<file path="config.mk">
export PLATFORM = sky130hd
export DESIGN_NAME = sp2dp_load_conv
export DESIGN_NICKNAME = d
export VERILOG_FILES = /design/src/rtl/sp2dp_pkg.sv /design/src/rtl/sp2dp_classify.sv /design/src/rtl/sp2dp_lzc.sv /design/src/rtl/sp2dp_widen.sv /design/src/rtl/sp2dp_tagger.sv /design/src/rtl/sp2dp_load_conv.sv
export SDC_FILE = /design/constraint.sdc
export NUM_CORES = 1
export LEC_CHECK = 0
export CAP_MARGIN = 20
export CORE_UTILIZATION = 30
export DETAILED_ROUTE_END_ITERATION = 10
export PLACE_DENSITY = 0.6
export SYNTH_ARGS = -nofsm -noshare
export SYNTH_HDL_FRONTEND = slang
export SYNTH_SLANG_ARGS = --single-unit
</file>
<file path="constraint.sdc">
create_clock -name clk_i -period 2.2 [get_ports clk_i]
set_clock_uncertainty 0.1 [all_clocks]
set_input_delay 0.22 -clock clk_i [delete_from_list [all_inputs] [get_ports clk_i]]
set_output_delay 0.22 -clock clk_i [all_outputs]
set_load 0.02 [all_outputs]
</file>
<file path="src/rtl/sp2dp_pkg.sv">
package sp2dp_pkg;
  localparam int SP_W      = 32;
  localparam int SP_EXP_W  = 8;
  localparam int SP_FRAC_W = 23;
  localparam int DP_W      = 64;
  localparam int DP_EXP_W  = 11;
  localparam int DP_FRAC_W = 52;
  localparam int SP_BIAS   = 127;
  localparam int DP_BIAS   = 1023;
  localparam int PAD_W     = DP_FRAC_W - SP_FRAC_W;

  typedef enum logic [1:0] {
    CLS_VALID   = 2'd0,
    CLS_ZERO    = 2'd1,
    CLS_SPECIAL = 2'd2
  } cls_e;

  typedef enum logic [2:0] {
    SUB_NONE   = 3'd0,
    SUB_INF    = 3'd1,
    SUB_QNAN   = 3'd2,
    SUB_SNAN   = 3'd3,
    SUB_INDEF  = 3'd4,
    SUB_DENORM = 3'd5
  } sub_e;

  typedef enum logic [2:0] {
    K_ZERO   = 3'd0,
    K_DENORM = 3'd1,
    K_NORMAL = 3'd2,
    K_INF    = 3'd3,
    K_NAN    = 3'd4,
    K_INDEF  = 3'd5
  } kind_e;

  typedef struct packed {
    cls_e cls;
    sub_e sub;
  } tag_t;
endpackage

</file>
<file path="src/rtl/sp2dp_classify.sv">
module sp2dp_classify
  import sp2dp_pkg::*;
(
  input  logic [SP_W-1:0] sp_i,
  output kind_e           kind_o,
  output logic            quiet_o
);
  localparam logic [SP_W-1:0] INDEF_PAT = 32'hFFC0_0000;

  logic [SP_EXP_W-1:0]  exp_f;
  logic [SP_FRAC_W-1:0] frac_f;
  logic exp_ones, exp_zero, frac_zero;

  assign exp_f     = sp_i[SP_W-2 -: SP_EXP_W];
  assign frac_f    = sp_i[SP_FRAC_W-1:0];
  assign exp_ones  = &exp_f;
  assign exp_zero  = ~|exp_f;
  assign frac_zero = ~|frac_f;
  // quiet decision taken on the raw input, before any polarity change
  assign quiet_o   = frac_f[SP_FRAC_W-1];

  always_comb begin
    if (exp_ones) begin
      if (frac_zero)              kind_o = K_INF;
      else if (sp_i == INDEF_PAT) kind_o = K_INDEF;
      else                        kind_o = K_NAN;
    end else if (exp_zero) begin
      kind_o = frac_zero ? K_ZERO : K_DENORM;
    end else begin
      kind_o = K_NORMAL;
    end
  end
endmodule

</file>
<file path="src/rtl/sp2dp_lzc.sv">
module sp2dp_lzc #(
  parameter int W  = 23,
  parameter int CW = $clog2(W + 1)
) (
  input  logic [W-1:0]  in_i,
  output logic [CW-1:0] cnt_o
);
  // highest set bit wins; all-zero input yields W
  always_comb begin
    cnt_o = CW'(W);
    for (int i = 0; i < W; i++) begin
      if (in_i[i]) cnt_o = CW'(W - 1 - i);
    end
  end
endmodule

</file>
<file path="src/rtl/sp2dp_widen.sv">
module sp2dp_widen
  import sp2dp_pkg::*;
#(
  parameter bit INV_NAN_POL = 1'b0
) (
  input  logic [SP_W-1:0] sp_i,
  input  kind_e           kind_i,
  output logic [DP_W-1:0] dp_o
);
  localparam int CW = $clog2(SP_FRAC_W + 1);
  localparam logic [DP_EXP_W-1:0] REBIAS  = DP_EXP_W'(DP_BIAS - SP_BIAS);
  localparam logic [DP_EXP_W-1:0] EXP_MAX = '1;

  logic                 sgn;
  logic [SP_EXP_W-1:0]  exp_f;
  logic [SP_FRAC_W-1:0] frac_f;
  logic [CW-1:0]        lz;
  logic [CW:0]          lz1;
  logic [SP_FRAC_W-1:0] dn_frac;
  logic [DP_EXP_W-1:0]  nm_exp, dn_exp;
  logic [SP_FRAC_W-1:0] qflip;
  logic [DP_W-1:0]      indef_pat;
  logic [SP_FRAC_W-1:0] nan_frac;

  assign sgn    = sp_i[SP_W-1];
  assign exp_f  = sp_i[SP_W-2 -: SP_EXP_W];
  assign frac_f = sp_i[SP_FRAC_W-1:0];

  sp2dp_lzc #(.W(SP_FRAC_W), .CW(CW)) u_lzc (
    .in_i  (frac_f),
    .cnt_o (lz)
  );

  // drop the leading one: shift by lz+1
  assign lz1     = {1'b0, lz} + 1'b1;
  assign dn_frac = frac_f << lz1;
  assign dn_exp  = REBIAS - DP_EXP_W'(lz);
  assign nm_exp  = DP_EXP_W'(exp_f) + REBIAS;

  generate
    if (INV_NAN_POL) begin : g_inv
      assign qflip     = {1'b1, {(SP_FRAC_W-1){1'b0}}};
      assign indef_pat = {1'b0, EXP_MAX, 1'b0, {(DP_FRAC_W-1){1'b1}}};
    end else begin : g_std
      assign qflip     = '0;
      assign indef_pat = {1'b1, EXP_MAX, 1'b1, {(DP_FRAC_W-1){1'b0}}};
    end
  endgenerate

  assign nan_frac = frac_f ^ qflip;

  always_comb begin
    unique case (kind_i)
      K_ZERO:   dp_o = {sgn, {(DP_W-1){1'b0}}};
      K_DENORM: dp_o = {sgn, dn_exp, dn_frac, {PAD_W{1'b0}}};
      K_NORMAL: dp_o = {sgn, nm_exp, frac_f, {PAD_W{1'b0}}};
      K_INF:    dp_o = {sgn, EXP_MAX, {DP_FRAC_W{1'b0}}};
      K_NAN:    dp_o = {sgn, EXP_MAX, nan_frac, {PAD_W{1'b0}}};
      K_INDEF:  dp_o = indef_pat;
      default:  dp_o = '0;
    endcase
  end
endmodule

</file>
<file path="src/rtl/sp2dp_tagger.sv">
module sp2dp_tagger
  import sp2dp_pkg::*;
(
  input  logic [DP_W-2:0] mag_i,
  input  kind_e           kind_i,
  input  logic            quiet_i,
  output tag_t            tag_o
);
  logic [DP_EXP_W-1:0]  dexp;
  logic [DP_FRAC_W-1:0] dfrac;

  assign dexp  = mag_i[DP_W-2 -: DP_EXP_W];
  assign dfrac = mag_i[DP_FRAC_W-1:0];

  always_comb begin
    tag_o = '{cls: CLS_VALID, sub: SUB_NONE};
    unique case (kind_i)
      K_INF:   tag_o = '{cls: CLS_SPECIAL, sub: SUB_INF};
      K_INDEF: tag_o = '{cls: CLS_SPECIAL, sub: SUB_INDEF};
      K_NAN:   tag_o = '{cls: CLS_SPECIAL, sub: (quiet_i ? SUB_QNAN : SUB_SNAN)};
      default: begin
        // finite: classify the widened result
        if (~|dexp && ~|dfrac) tag_o = '{cls: CLS_ZERO, sub: SUB_NONE};
        else if (~|dexp)       tag_o = '{cls: CLS_SPECIAL, sub: SUB_DENORM};
        else                   tag_o = '{cls: CLS_VALID, sub: SUB_NONE};
      end
    endcase
  end
endmodule

</file>
<file path="src/rtl/sp2dp_load_conv.sv">
module sp2dp_load_conv
  import sp2dp_pkg::*;
#(
  parameter bit INV_NAN_POL = 1'b0
) (
  input  logic            clk_i,
  input  logic            rst_ni,
  input  logic            valid_i,
  input  logic [SP_W-1:0] data_i,
  output logic            valid_o,
  output logic [DP_W-1:0] data_o,
  output logic [1:0]      cls_o,
  output logic [2:0]      sub_o
);
  kind_e           kind;
  logic            quiet;
  logic [DP_W-1:0] dp;
  tag_t            tag;

  sp2dp_classify u_cls (
    .sp_i    (data_i),
    .kind_o  (kind),
    .quiet_o (quiet)
  );

  sp2dp_widen #(.INV_NAN_POL(INV_NAN_POL)) u_wid (
    .sp_i   (data_i),
    .kind_i (kind),
    .dp_o   (dp)
  );

  sp2dp_tagger u_tag (
    .mag_i   (dp[DP_W-2:0]),
    .kind_i  (kind),
    .quiet_i (quiet),
    .tag_o   (tag)
  );

  always_ff @(posedge clk_i or negedge rst_ni) begin
    if (!rst_ni) begin
      valid_o <= 1'b0;
      data_o  <= '0;
      cls_o   <= '0;
      sub_o   <= '0;
    end else begin
      valid_o <= valid_i;
      if (valid_i) begin
        data_o <= dp;
        cls_o  <= tag.cls;
        sub_o  <= tag.sub;
      end
    end
  end
endmodule

</file>
==> results of run 1 <==
critical path, delay by kind of cell:
kind	cells	cell delay, ns
and+or+nand+nor	1	0.03
xor gates and xnor gates	1	0.15
adders and majority gates	1	0.21
muxes	1	0.54
AOI/OAI and AO/OA	6	1.27
buffers and inverters	3	0.32
cells by family (layout without fill, tap and decap cells):
| logic type | Yosys count | count (layout) | synth area share (%) |
|---|---|---|---|
| mux | 51 | 51 | 16.4 |
| buf+inv | 71 | 261 | 11.1 |
| fa+ha+maj | 2 | 2 | 0.703 |
| compound gates | 119 | 119 | 23.0 |
| other cells | 1 | 29 | 0.105 |
| simple gates | 135 | 135 | 18.0 |
| xor+xnor | 5 | 5 | 2.50 |
| flops | 40 | 40 | 28.1 |
placed cells by master (no fill, tap or decap), types with 6 or more instances in the layout:
cell	n
inv_1	11
clkbuf_16	6
nor2_1	34
conb_1	29
buf_6	43
a21oi_1	30
nand4_1	8
mux2i_2	8
buf_8	6
clkdlybuf4s50_1	50
buf_4	114
dfrtp_1	40
buf_12	9
nand2_1	36
buf_2	8
nor4_4	6
nor2_2	6
nor2_4	6
a21oi_2	9
o21ai_0	8
mux2i_4	23
mux2i_1	7
nand3_1	8
cells in the mapped netlist (2+ instances only):
cell type,number
mux2i_1,38
o22ai_1,5
o31a_1,2
a41oi_1,2
inv_1,12
nor3_1,7
a211oi_1,4
nor2_1,46
mux2_2,8
buf_4,34
and3_1,2
dfrtp_1,40
nand2_1,41
buf_1,2
o211ai_1,5
a21oi_1,39
nand3_1,9
ha_1,2
o311ai_0,2
nor4_1,6
a32oi_1,4
clkbuf_1,21
a31oi_1,5
a22oi_1,5
mux4_2,5
nand2b_1,2
a2111oi_0,2
o22a_1,2
o21a_1,4
or3_1,2
o21ai_0,12
a311oi_1,2
a21o_1,3
o21ai_1,3
nand4_1,8
buf_2,2
a21oi_2,2
nor4_2,4
a31o_2,2
nor2b_1,5
per-layer routing:
metal	GRT usage [%]	wire length (um)	vias up
met3	5.25	1090	54
met4	10.7	675	0
met1	30.5	6380	2118
met2	37.6	7220	226
met5	0	0	-
li1	-	-	1942
layout make-up:
type	count	area [um2]	area share, %
clock buffers	6	139	2.04
clock inverters	2	38.8	0.571
inverters	12	47.5	0.700
multi-input cells	341	3120	45.9
flip-flops and latches	40	1000	14.7
well taps	143	179	2.63
repair buffers	241	2270	33.4
how the worst min path moves through the flow:
stage                        from                endpoint  slack [ns]  depth (start not counted)
after global routing      valid_i       valid_o$_DFF_PN0_        0.26                          1
after CTS                 valid_i       valid_o$_DFF_PN0_        0.20                          1
after detailed placement   rst_ni  data_o[46]$_DFFE_PN0P_        0.29                          1
final                     valid_i       valid_o$_DFF_PN0_        0.23                          1
after floorplan            rst_ni    cls_o[0]$_DFFE_PN0P_       -0.18                          0
after global placement     rst_ni  data_o[46]$_DFFE_PN0P_        0.29                          1
power groups by stage:
stage | Clock [mW] | Sequential [mW] | Combinational (mW)
after CTS | 0.900 | 0.841 | 1.32
after floorplan | 0 | 0.926 | 0.561
final | 0.891 | 0.839 | 1.55
after detailed placement | 0 | 0.851 | 1.12
after global placement | 0 | 0.851 | 1.12
after global routing | 0.939 | 0.848 | 1.63
metrics by stage:
stage / setup slack, ns / util (%) / total power, mW
after global placement: -1.36 / 46.0 / 1.97
after CTS: -0.580 / 53.3 / 3.06
after detailed placement: -1.36 / 46.0 / 1.97
after floorplan: -0.714 / - / 1.49
after global routing: -0.544 / 59.2 / 3.41
final: -0.448 / 59.2 / 3.28
flip-flops by register name (all words and copies together), names as in the netlist:
register  flops
cls_o         2
data_o       34
valid_o       1
sub_o         3
repair_timing:
| action | in CTS | in global routing |
|---|---|---|
| gates cloned | 0 | 1 |
| endpoints found under the setup margin | 32 | 30 |
| setup buffers | 25 | 19 |
| resized for setup | 168 | 120 |
| hold endpoints to repair | 18 | 0 |
| hold buffers | 1 | 0 |
| pin swaps | 42 | 56 |
==> results.md, run 1 <==
* Least-Margin Pin Slew at 0.898 ns
* Antenna diodes at 0
* Post-Syn Area at 3560 um2
* RR Startpoint: data_o[49]$_DFFE_PN0P_
* Post-synth top area share at 28.1%
* Vias per inst at 5.53
* Worst setup SP type: input port
* Post-synth top area cell: dfrtp_1
* Mean Syn Cell Area at 8.40 um2
* I/O pin count at 105
* Power per Cell Area at 484 nW/um2
* Clock network fraction of design power at 27.1%
* FF-to-FF End: data_o[49]$_DFFE_PN0P_
* Synth unique cells at 63
* Router iterations before antenna repair at 5
* Synth warn at 0
* Failing checks: setup timing
* Cells after DPL at 734
* Max-slew violations at 0
* Internal Power at 2.14 mW
* First-pass GRT wire length at 22.7 mm
* Min Hold Slack at 0.228 ns
* Routability cong. at 0.925
* CTS tree: yes
* PortBufs at 75
* DRC Markers at 0
* Die height at 111 um
* RSZ-0062 raised after global routing: true
* Die width at 111 um
* Final WL at 15.4 mm
* R2R cell count at 4
* Post-synth ARST share at 100%
* Core Region at 11500 um2
* Net Switching at 1.15 mW
* Worst Hold Class: in2reg
* Area after DPL at 5270 um2
* Outcome: finished with violations
* Setup ws final at -0.448 ns
* Yosys reg bits at 40
* Largest cells by area after synthesis: dfrtp_1 (28%), mux2i_1 (11%), buf_4 (7.2%), a21oi_1 (5.5%), nor2_1 (4.9%)
* Largest net degree at the start of global routing at 41
* Leakage at 2.84 nW
* Crit-path cells: buf_6 > nor2_2 > o31a_1 > o41a_1 > o41ai_4 > inv_1 > ha_4 > buf_12 > xor2_4 > mux4_2 > o211ai_1 > a311oi_2 > a211oi_1
* EDFF count, synth at 0
* DR WL/cell at 19.6 um
* Initial DRC count at 337
* Max Cap Violations at 0
* Nets at 678
* Crit path DAT at 2.75 ns
* Rows at 39
* Detailed Place HPWL at 10.5 mm
* Clock root buffer: clkbuf_16
* Critical path origin: data_i[1]
* Full die area at 12300 um2
* Syn-to-layout area delta at 90.8%
* Vias in the first global route at 4162
* Filler cells at 927
* CTS clk-pin slew, worst paths at 0.06 ns
* Sequential Power Share at 25.5%
* Fin crit share at 120%
* Worst-skew pair later-pin latency at 0.29 ns
* Cell area after layout at 6790 um2
* F_max at 378 MHz
* Overall global routing resource usage at 23.6%
* Via count at 4340
* Crit Path Max Fanout at 3
* Switching Fraction at 34.9%
* Register area share after synthesis at 28.1%
* Cells after Synth at 424
* CTS H-tree lvls at 2
* CP max-delay cell: mux4_2
* Aggregate global routing overflow at 0
* Worst rel slew slack at 40.1%
* Setup crit end: data_o[51]$_DFFE_PN0P_
* Setup slack, reg-to-reg at 1.10 ns
* Comb power frac at 47.3%
* WP data required at 2.30 ns
* Crit end category: flop
* Share of cells above drive strength 1 at 50.0%
* Crit-path max cell delay at 0.54 ns
* Max Buffers Root-to-Sink at 2
* TNS Setup at -8.52 ns
* Initial Util at 31.0%
* TritonCTS buffer count at 5
* Clk sinks at 40
* Antenna violations before repair at 0
* Setup violators final at 23
* Final cell count without fillers at 785
* Critical Setup Path Class: in2reg
* Post-route ant nets at 0
* Hold Vio Cnt, Final at 0
* Peak VDD IR at 0.332 mV
* Main flop type after synthesis: dfrtp_1
* Post-layout min period at 2.65 ns
Note: power is estimated with default switching activity, not from simulation.
==> run 2: changes to the inputs <==
- CTS_BUF_LIST: default -> sky130_fd_sc_hd__clkbuf_2
==> results.md, run 2 (synthesis gave the netlist of run 1 again) <==
* Peak VDD IR at 0.309 mV (was 0.332 mV)
* Final cell count without fillers at 784 (was 785)
* TritonCTS buffer count at 5 (unchanged)
* Router iterations before antenna repair at 5 (unchanged)
* Max FFs per register at 34 (unchanged)
* Detailed Place HPWL at 10.5 mm (unchanged)
* Largest net degree at the start of global routing at 41 (unchanged)
* Area after DPL at 5270 um2 (unchanged)
* DR WL/cell at 19.0 um (was 19.6 um)
* Worst Hold Class: in2reg (unchanged)
* Cells after DPL at 734 (unchanged)
* Crit Path Max Fanout at 7 (was 3)
* FF-to-FF End: data_o[49]$_DFFE_PN0P_ (unchanged)
* RR Startpoint: data_o[49]$_DFFE_PN0P_ (unchanged)
* Setup violators final at 23 (unchanged)
* First-pass GRT wire length at 22.4 mm (was 22.7 mm)
* Post-route ant nets at 0 (unchanged)
* Antenna violations before repair at 0 (unchanged)
* Full die area at 12300 um2 (unchanged)
* PortBufs at 75 (unchanged)
* Outcome: finished with violations (unchanged)
* Worst setup SP type: input port (unchanged)
* Final WL at 14.9 mm (was 15.4 mm)
* Hold depth at 1 (unchanged)
* Antenna diodes at 0 (unchanged)
* Max-slew violations at 0 (unchanged)
* Setup ws final at -0.337 ns (was -0.448 ns)
* Max Cap Violations at 0 (unchanged)
* Initial Util at 31.0% (unchanged)
* Hold path start: valid_i (unchanged)
* DRC Markers at 0 (unchanged)
* Core Region at 11500 um2 (unchanged)
* Post-layout min period at 2.54 ns (was 2.65 ns)
* Clock root buffer: clkbuf_2 (was clkbuf_16)
* Share of cells above drive strength 1 at 48.4% (was 50.0%)
* PnR Total Power at 2.84 mW (was 3.28 mW)
* Aggregate global routing overflow at 0 (unchanged)
* Commonest non-fill, non-tap cells in the layout: buf_4 (117), clkdlybuf4s50_1 (51), dfrtp_1 (40) (was buf_4 (114), clkdlybuf4s50_1 (50), buf_6 (43))
* Die height at 111 um (unchanged)
* Nets at 677 (was 678)
* Crit path DAT at 2.75 ns (about the same)
* Initial DRC count at 260 (was 337)
* Setup slack, reg-to-reg at 1.08 ns (was 1.10 ns)
* RSZ-0062 raised after global routing: true (unchanged)
* Critical Setup Path Class: in2reg (unchanged)
* Via count at 4278 (was 4340)
* Least-Margin Pin Slew at 0.880 ns (was 0.898 ns)
* Min Hold Slack at 0.0603 ns (was 0.228 ns)
* Worst-skew pair later-pin latency at 0.40 ns (was 0.29 ns)
* Die width at 111 um (unchanged)
* Worst rel slew slack at 41.3% (was 40.1%)
* Largest registers: data_o: 34 flops, sub_o: 3 flops, cls_o: 2 flops (unchanged)
* WP data required at 2.41 ns (was 2.30 ns)
* Leakage at 2.77 nW (was 2.84 nW)
* Routability cong. at 0.925 (unchanged)
* Crit end category: flop (unchanged)
* Final core occ at 57.4% (was 59.2%)
* Hold Vio Cnt, Final at 0 (unchanged)
* Pre-CTS setup slack at -1.36 ns (unchanged)
* CTS tree: yes (unchanged)
* Register name with the most flops: data_o (unchanged)
* TNS Setup at -5.80 ns (was -8.52 ns)
* F_max at 394 MHz (was 378 MHz)
* Max Buffers Root-to-Sink at 2 (unchanged)
* Leading cell type in the layout, fill and taps excluded: buf_4 (unchanged)
* Vias per inst at 5.46 (was 5.53)
* CTS H-tree lvls at 2 (unchanged)
* Failing checks: setup timing (unchanged)
* CTS clk-pin slew, worst paths at 0.22 ns (was 0.06 ns)
* Fin crit share at 115% (was 120%)
* Syn-to-layout area delta at 84.9% (was 90.8%)
* Hold Path End: valid_o$_DFF_PN0_ (unchanged)
* I/O pin count at 105 (unchanged)
* Vias in the first global route at 4166 (was 4162)
* Cell area after layout at 6580 um2 (was 6790 um2)
* Clk sinks at 40 (unchanged)
* Power per Cell Area at 432 nW/um2 (was 484 nW/um2)
* Overall global routing resource usage at 23.1% (was 23.6%)
* R2R cell count at 4 (unchanged)
* Rows at 39 (unchanged)
## run 2: layer usage
| layer | wire length [um] | vias up | GRT usage [%] |
|---|---|---|---|
| li1 | - | 1939 | - |
| met1 | 6170 | 2082 | 29.8 |
| met2 | 7030 | 204 | 37.4 |
| met3 | 1060 | 53 | 4.43 |
| met4 | 667 | 0 | 10.5 |
| met5 | 0 | - | 0 |
## run 2: power by group
part / total [mW] / leakage, nW / internal, mW / switching [mW]
sequential: 0.840 / 0.465 / 0.799 / 0.0405
combinational: 1.54 / 2.26 / 0.775 / 0.767
clock: 0.459 / 0.0406 / 0.191 / 0.268
total: 2.84 / 2.77 / 1.77 / 1.08
## run 2: how the worst max path moves through the flow
| stage | from | to | slack, ns | cells after the start |
|---|---|---|---|---|
| after detailed placement | data_i[2] | data_o[50]$_DFFE_PN0P_ | -1.36 | 11 |
| after floorplan | data_i[4] | data_o[50]$_DFFE_PN0P_ | -0.71 | 11 |
| after global routing | data_i[1] | data_o[51]$_DFFE_PN0P_ | -0.36 | 13 |
| after global placement | data_i[2] | data_o[48]$_DFFE_PN0P_ | -1.36 | 11 |
| final | data_i[10] | data_o[30]$_DFFE_PN0P_ | -0.34 | 18 |
| after CTS | data_i[1] | data_o[45]$_DFFE_PN0P_ | -0.40 | 13 |
## run 2: layout make-up
| class | instances | area [um2] |
|---|---|---|
| clock inverter | 3 | 42.5 |
| timing repair buffer | 240 | 2240 |
| sequential | 40 | 1000 |
| multi-input combinational | 341 | 3050 |
| fill | 982 | 4880 |
| clock buffer | 5 | 25.0 |
| inverter | 12 | 47.5 |
| tap | 143 | 179 |
## run 2: timing repair
item	CTS	global route
resized for setup	151	111
hold buffers	1	0
buffers inserted	25	16
cloned	0	1
setup endpoints to repair	31	30
hold endpoints to repair	40	0
pin swaps	32	37
## run 2: worst max-delay path, stage by stage
cell and delay [ns]:
buf_8 0.10, buf_6 0.11, buf_8 0.11, a2111o_1 0.31, o21ai_2 0.21, a21oi_4 0.10, inv_4 0.08, ha_4 0.17
buf_6 0.11, nor2_4 0.03, or3_4 0.36, buf_8 0.15, buf_12 0.13, nand2_8 0.09, nor2_4 0.07, buf_6 0.11
a22oi_2 0.18, a21oi_1 0.09
